### src/rtl/cmp_timer_pkg.sv
package cmp_timer_pkg;

  localparam int TMR_W   = 32;
  localparam int N_LINES = 8;
  localparam int ROUTE_W = $clog2(N_LINES);

  typedef enum logic {
    TGT_COUNT   = 1'b0,
    TGT_COMPARE = 1'b1
  } wr_target_e;

  // Next counter value: a write wins, then a tick while counting is enabled.
  function automatic logic [TMR_W-1:0] count_next(
    input logic [TMR_W-1:0] cur,
    input logic             load,
    input logic [TMR_W-1:0] load_val,
    input logic             tick,
    input logic             frozen
  );
    if (load)                 return load_val;
    else if (tick && !frozen) return cur + TMR_W'(1);
    else                      return cur;
  endfunction

  // One-hot line for a routing index, modulo the line count.
  function automatic logic [N_LINES-1:0] route_onehot(
    input logic               active,
    input logic [ROUTE_W-1:0] idx
  );
    logic [N_LINES-1:0] v;
    v = '0;
    if (active) v[idx] = 1'b1;
    return v;
  endfunction

endpackage

### src/rtl/ctu_tick_gen.sv
module ctu_tick_gen #(
  parameter int TICK_DIV = 1
) (
  input  logic clk,
  input  logic rst_n,
  output logic tick_o
);
  localparam int PH_W = (TICK_DIV > 1) ? $clog2(TICK_DIV) : 1;
  localparam logic [PH_W-1:0] PH_LAST = PH_W'(TICK_DIV - 1);

  logic [PH_W-1:0] phase_q;

  always_ff @(posedge clk) begin
    if (!rst_n)                phase_q <= '0;
    else if (phase_q == PH_LAST) phase_q <= '0;
    else                       phase_q <= phase_q + PH_W'(1);
  end

  assign tick_o = (phase_q == PH_LAST);

  assert_tick_period_R2: assert property (@(posedge clk) disable iff (!rst_n)
    (TICK_DIV == 1) |-> tick_o);
endmodule

### src/rtl/ctu_counter.sv
module ctu_counter
  import cmp_timer_pkg::*;
(
  input  logic             clk,
  input  logic             rst_n,
  input  logic             tick,
  input  logic             frozen,
  input  logic             load,
  input  logic [TMR_W-1:0] load_val,
  output logic [TMR_W-1:0] count_o
);
  logic [TMR_W-1:0] count_q;

  always_ff @(posedge clk) begin
    if (!rst_n) count_q <= '0;
    else        count_q <= count_next(count_q, load, load_val, tick, frozen);
  end

  assign count_o = count_q;

  assert_hold_R3: assert property (@(posedge clk) disable iff (!rst_n)
    (frozen && !load) |=> $stable(count_q));
  assert_load_R4: assert property (@(posedge clk) disable iff (!rst_n)
    load |=> (count_q == $past(load_val)));
  assert_step_R2: assert property (@(posedge clk) disable iff (!rst_n)
    (!frozen && !load && tick) |=> (count_q == $past(count_q) + TMR_W'(1)));
endmodule

### src/rtl/ctu_match_irq.sv
module ctu_match_irq
  import cmp_timer_pkg::*;
(
  input  logic             clk,
  input  logic             rst_n,
  input  logic [TMR_W-1:0] count,
  input  logic             frozen,
  input  logic             rev2,
  input  logic             cmp_wr,
  input  logic [TMR_W-1:0] cmp_val,
  output logic [TMR_W-1:0] compare_o,
  output logic             match_o,
  output logic             irq_o,
  output logic             pending_o
);
  logic [TMR_W-1:0] compare_q;
  logic             irq_q;
  logic             pend_q;

  assign match_o = (count == compare_q) && !frozen;

  always_ff @(posedge clk) begin
    if (!rst_n) begin
      compare_q <= '0;
      irq_q     <= 1'b0;
      pend_q    <= 1'b0;
    end else if (cmp_wr) begin
      compare_q <= cmp_val;
      irq_q     <= 1'b0;
      pend_q    <= 1'b0;
    end else if (match_o) begin
      irq_q     <= 1'b1;
      if (rev2) pend_q <= 1'b1;
    end
  end

  assign compare_o = compare_q;
  assign irq_o     = irq_q;
  assign pending_o = pend_q;

  assert_match_sets_R5: assert property (@(posedge clk) disable iff (!rst_n)
    (match_o && !cmp_wr) |=> irq_q);
  assert_cmp_clears_R6: assert property (@(posedge clk) disable iff (!rst_n)
    cmp_wr |=> (!irq_q && !pend_q && compare_q == $past(cmp_val)));
  assert_sticky_R8: assert property (@(posedge clk) disable iff (!rst_n)
    (irq_q && !cmp_wr) |=> irq_q);
  assert_pend_gated_R9: assert property (@(posedge clk) disable iff (!rst_n)
    (!pend_q && !rev2) |=> !pend_q);
  assert_pend_implies_irq_R9: assert property (@(posedge clk) disable iff (!rst_n)
    pend_q |-> irq_q);
endmodule

### src/rtl/ctu_router.sv
module ctu_router
  import cmp_timer_pkg::*;
(
  input  logic               clk,
  input  logic               rst_n,
  input  logic               irq,
  input  logic [ROUTE_W-1:0] route,
  output logic [N_LINES-1:0] lines
);
  for (genvar i = 0; i < N_LINES; i++) begin : g_line
    assign lines[i] = irq && (route == ROUTE_W'(i));
  end

  assert_onehot_R7: assert property (@(posedge clk) disable iff (!rst_n)
    irq |-> ($countones(lines) == 1 && lines == route_onehot(1'b1, route)));
  assert_idle_R7: assert property (@(posedge clk) disable iff (!rst_n)
    !irq |-> (lines == '0));
endmodule

### src/rtl/cmp_timer_unit.sv
module cmp_timer_unit
  import cmp_timer_pkg::*;
#(
  parameter int TICK_DIV = 1
) (
  input  logic        clk,
  input  logic        rst_n,
  input  logic        cnt_freeze,
  input  logic        rev2_mode,
  input  logic [2:0]  route_sel,
  input  logic        wr_en,
  input  logic        wr_sel,
  input  logic [31:0] wr_data,
  output logic [31:0] count_o,
  output logic [31:0] compare_o,
  output logic [7:0]  irq_lines,
  output logic        timer_pending
);
  logic             tick;
  logic             cnt_wr;
  logic             cmp_wr;
  logic             match;
  logic             irq;
  logic [TMR_W-1:0] count;

  assign cnt_wr = wr_en && (wr_target_e'(wr_sel) == TGT_COUNT);
  assign cmp_wr = wr_en && (wr_target_e'(wr_sel) == TGT_COMPARE);

  ctu_tick_gen #(.TICK_DIV(TICK_DIV)) u_tick (
    .clk(clk), .rst_n(rst_n), .tick_o(tick)
  );

  ctu_counter u_cnt (
    .clk(clk), .rst_n(rst_n), .tick(tick), .frozen(cnt_freeze),
    .load(cnt_wr), .load_val(wr_data), .count_o(count)
  );

  ctu_match_irq u_irq (
    .clk(clk), .rst_n(rst_n), .count(count), .frozen(cnt_freeze),
    .rev2(rev2_mode), .cmp_wr(cmp_wr), .cmp_val(wr_data),
    .compare_o(compare_o), .match_o(match), .irq_o(irq),
    .pending_o(timer_pending)
  );

  ctu_router u_route (
    .clk(clk), .rst_n(rst_n), .irq(irq), .route(route_sel), .lines(irq_lines)
  );

  assign count_o = count;

  assert_frozen_no_match_R3: assert property (@(posedge clk) disable iff (!rst_n)
    (cnt_freeze && !irq) |=> !irq);
  assert_no_match_no_irq_R5: assert property (@(posedge clk) disable iff (!rst_n)
    (!irq && !match) |=> !irq);
endmodule

### config.mk
export PLATFORM = sky130hd
export DESIGN_NAME = cmp_timer_unit
export DESIGN_NICKNAME = d
export VERILOG_FILES = /design/src/rtl/cmp_timer_pkg.sv /design/src/rtl/ctu_tick_gen.sv /design/src/rtl/ctu_counter.sv /design/src/rtl/ctu_match_irq.sv /design/src/rtl/ctu_router.sv /design/src/rtl/cmp_timer_unit.sv
export SDC_FILE = /design/constraint.sdc
export NUM_CORES = 1
export LEC_CHECK = 0
export CAP_MARGIN = 25
export CORE_MARGIN = 5
export CORE_UTILIZATION = 50
export CTS_CLUSTER_DIAMETER = 40
export CTS_CLUSTER_SIZE = 28
export DETAILED_ROUTE_END_ITERATION = 8
export DONT_BUFFER_PORTS = 1
export PLACE_DENSITY = 0.69
export SYNTH_ARGS = -nofsm -noshare
export SYNTH_HDL_FRONTEND = slang
export SYNTH_SLANG_ARGS = --single-unit
### constraint.sdc
create_clock -name clk -period 1.7 [get_ports clk]
set_input_delay 0.17 -clock clk [delete_from_list [all_inputs] [get_ports clk]]
set_output_delay 0.17 -clock clk [all_outputs]
set_load 0.01 [all_outputs]
==> flow_summary_export.csv <==
group,metric,value,unit
die,die-area,8351,um2
yosys,netlist.area_leader.share,0.4050,
layout,area_growth,34.49,%
layout,nets,544,
placed_design,postPlaceCellArea,3692,um2
route,vias_per_cell,5.717,
clock_network,cts_tree,"done",
route,wl,10420,um
die,floorplan.initialDensity,0.5186,
power_and_ir_drop,p_leak,1.624,nW
timing,finalCritPeriodShare,1.011,
layout,design_area,4454,um2
clock_network,clkTransAtPathRegs,0.08,ns
die,die_y,91.39,um
power_and_ir_drop,cellInternalPower,0.002787,W
hold_path,min_to,"u_cnt.count_o[3]",
route,vias,3339,
outcome,status,"finished with violations",
setup_path,end_kind,"register",
power_and_ir_drop,power,0.003863,W
yosys,synth_seq_cells,67,
clock_network,cts-buffers-inserted,9,
power_and_ir_drop,power_density,867.3,nW/um2
timing,tightest_slew,0.5300,ns
setup_path,critical_path_arrival,1.99,ns
grt,grt_pass1_vias,3332,
yosys,synth_cells,417,
timing,fin_crit,1.719,ns
timing,slew_violations,0,
layout,finish.utilization,0.6975,
route,drt_pass1_iterations,5,
setup_path,r2r_start,"u_tick.phase_q",
die,coreArea,6386,um2
placed_design,gp_congestion,0.8887,
yosys,netlist_area,3312,um2
timing,rsz0062_at_grt,"yes",
layout,antenna_cells,0,
grt,grt-ovfl-total,0,
power_and_ir_drop,p_comb_frac,0.164,
grt,grt.total_usage,0.2527,
placed_design,dp_hpwl,7081,um
yosys,avgSynthCellArea,7.942,um2
setup_path,critPathKind,"reg2reg",
timing,final-hold-violation-count,0,
power_and_ir_drop,p_sw_frac,0.2787,
power_and_ir_drop,switchingPower,0.001077,W
clock_network,cts_root_buf,"clkbuf_8",
route,drtAntennaViolNets,0,
layout,drive_above_1_share,0.1736,
power_and_ir_drop,vdd_drop_max,630.6,uV
outcome,violations,"setup timing",
yosys,ys_seq_area_frac,0.4050,
yosys,ys_types,34,
yosys,synth.largest_area_cell,"dfxtp_1",
placed_design,io_buffers,0,
grt,antenna_found_initial,0,
yosys,synth_nets,459,
timing,setup_viol,1,
job,cap_violations,0,
hold_path,min_path_type,"in2reg",
timing,skew,0.008938,ns
timing,slew_headroom,0.6455,
hold_path,min_from,"wr_data[3]",
hold_path,whs_path_depth,2,
setup_path,r2r_slack,-0.02,ns
setup_path,worstRegToRegCells,4,
timing,fmax,581.6,MHz
clock_network,clock_latency,0.35,ns
clock_network,clkSinkCount,67,
setup_path,critPathLaunchType,"register",
route,drtIter0Drc,270,
route,drcViolationCount,0,
grt,grt_pass1_wl,17240,um
power_and_ir_drop,pwr-share-clk,0.381,
setup_path,critical_path_required,1.97,ns
yosys,ys_top_cells_by_area,"dfxtp_1 (40%), xnor2_1 (10%), nand2_1 (8.5%)",
die,num_rows,29,
grt,grt_max_degree,65,
timing,hold_slack,0.01815,ns
yosys,yosysWarnings,0,
clock_network,cts_buffer_depth,2,
clock_network,htreeDepth,3,
route,avgRoutedWirePerCell,17.85,um
power_and_ir_drop,pwr-share-seq,0.455,
setup_path,critPathMaxFanout,6,
die,fp.dieW,91.39,um
setup_path,timing.rr.end,"u_cnt.count_o[31]",
die,io_pins,114,
timing,finalWorstSetupSlack,-0.01944,ns
==> flip-flops by register name, summed over array words and instances (netlist names) <==
register	count
u_cnt.count_o	32
u_irq.irq_o	1
u_irq.pending_o	1
u_irq.compare_o	32
u_tick.phase_q	1
==> critical path: stages (launching register included) <==
cell	delay, ns
dfxtp_2	0.33
and4bb_2	0.33
nand4_1	0.25
or4_1	0.56
a31oi_1	0.17
==> power groups by stage <==
stage	logic [W]	registers (W)	clock network [W]
after floorplan	0.000278	0.00183	0
after global placement	0.000514	0.00179	0
after detailed placement	0.000521	0.00179	0
after CTS	0.000621	0.00175	0.00149
after global routing	0.000692	0.00177	0.00158
final	0.000635	0.00176	0.00147
==> kinds of logic (layout without fill, tap and decap cells) <==
family / count (synthesis) / after routing / synth area share
AO/OA/AOI/OAI: 95 / 95 / 0.1530
XOR/XNOR: 59 / 59 / 0.1560
adder cells (fa/ha/maj): 1 / 1 / 0.003777
buffers and inverters: 30 / 120 / 0.03702
flip-flops: 67 / 67 / 0.4050
other: 1 / 1 / 0.001132
AND/OR/NAND/NOR: 164 / 164 / 0.2441
==> through the flow <==
step | instances | TNS, ns | setup slack [ns]
global route | 584 | -0.3556 | -0.1485
floorplan | 417 | 0 | 0.005683
finish | 584 | -0.01944 | -0.01944
CTS | 582 | -0.009865 | -0.009865
global placement | 517 | -0.06524 | -0.05844
detailed placement | 517 | -0.06915 | -0.06125
==> repair_timing <==
action / 4_1_cts / 5_1_grt
endpoints found under the hold margin: 63 / 0
pin swaps: 1 / 7
buffers inserted: 2 / 2
hold buffers: 47 / 0
setup endpoints to repair: 2 / 17
gates resized for setup: 1 / 11
==> routing by layer <==
metal | GRT usage | up-vias | wire, um
met5 | 0 | - | 0
met4 | 0.08313 | 0 | 165
met3 | 0.08017 | 17 | 966
met2 | 0.4117 | 143 | 5047
met1 | 0.3155 | 1566 | 4243
li1 | - | 1613 | -
==> cells in the mapped netlist <==
| library cell | count |
|---|---|
| nand4_2 | 1 |
| o21ai_0 | 29 |
| a31oi_1 | 2 |
| ha_1 | 1 |
| dfxtp_1 | 67 |
| nand2_1 | 75 |
| nand3_1 | 16 |
| and4_1 | 6 |
| or4_1 | 1 |
| a211oi_1 | 6 |
| buf_1 | 1 |
| nor4_1 | 1 |
| xnor2_1 | 39 |
| nand2b_1 | 4 |
| a21oi_1 | 54 |
| and3_1 | 2 |
| or3_1 | 1 |
| buf_6 | 1 |
| and4bb_2 | 1 |
| inv_1 | 4 |
| nor3_1 | 12 |
| conb_1 | 1 |
| nand4_1 | 18 |
| or2_1 | 1 |
| buf_2 | 2 |
| xor2_1 | 20 |
| and2_1 | 4 |
| nor4b_2 | 1 |
| o31ai_1 | 1 |
| a211o_1 | 1 |
| a311oi_1 | 2 |
| nor2_1 | 19 |
| nand4_4 | 1 |
| clkbuf_1 | 22 |
==> placed cells by master, fill, tap and decap left out, types with 2 or more instances in the layout <==
cell and instances:
dfxtp_1 63, xnor2_1 38, clkinv_2 2, nand2_1 75
and3_1 2, nand3_1 16, a211oi_1 6, nor2_1 18
inv_1 4, bufinv_16 2, xor2_1 20, nor3_2 3
clkinvlp_4 3, o21ai_0 29, a31oi_1 2, and2_1 4
nand2b_1 3, nor3_1 8, a21oi_1 54, dfxtp_2 4
and4_1 4, clkbuf_8 9, buf_4 52, dlygate4sd3_1 47
nand4_1 18
==> worst max-delay path by stage <==
stage | slack [ns] | startpoint | cells after the start | end
finish | -0.02 | u_tick.phase_q | 4 | u_cnt.count_o[31]
global route | -0.15 | u_tick.phase_q | 4 | u_cnt.count_o[31]
CTS | -0.01 | u_tick.phase_q | 4 | u_cnt.count_o[31]
detailed placement | -0.06 | u_tick.phase_q | 4 | u_cnt.count_o[31]
global placement | -0.06 | u_tick.phase_q | 4 | u_cnt.count_o[31]
floorplan | 0.006 | u_cnt.count_o[5] | 4 | u_cnt.count_o[31]
==> layout make-up <==
class	instances	area (um2)
fillers	502	1932
flip-flops and latches	67	1346
clock inverters	7	92.59
well taps	77	96.34
inverters	4	15.01
clock buffers	9	123.9
multi-input cells	320	1899
repair buffers	100	880.8
Power figures use the tool's default switching activity.
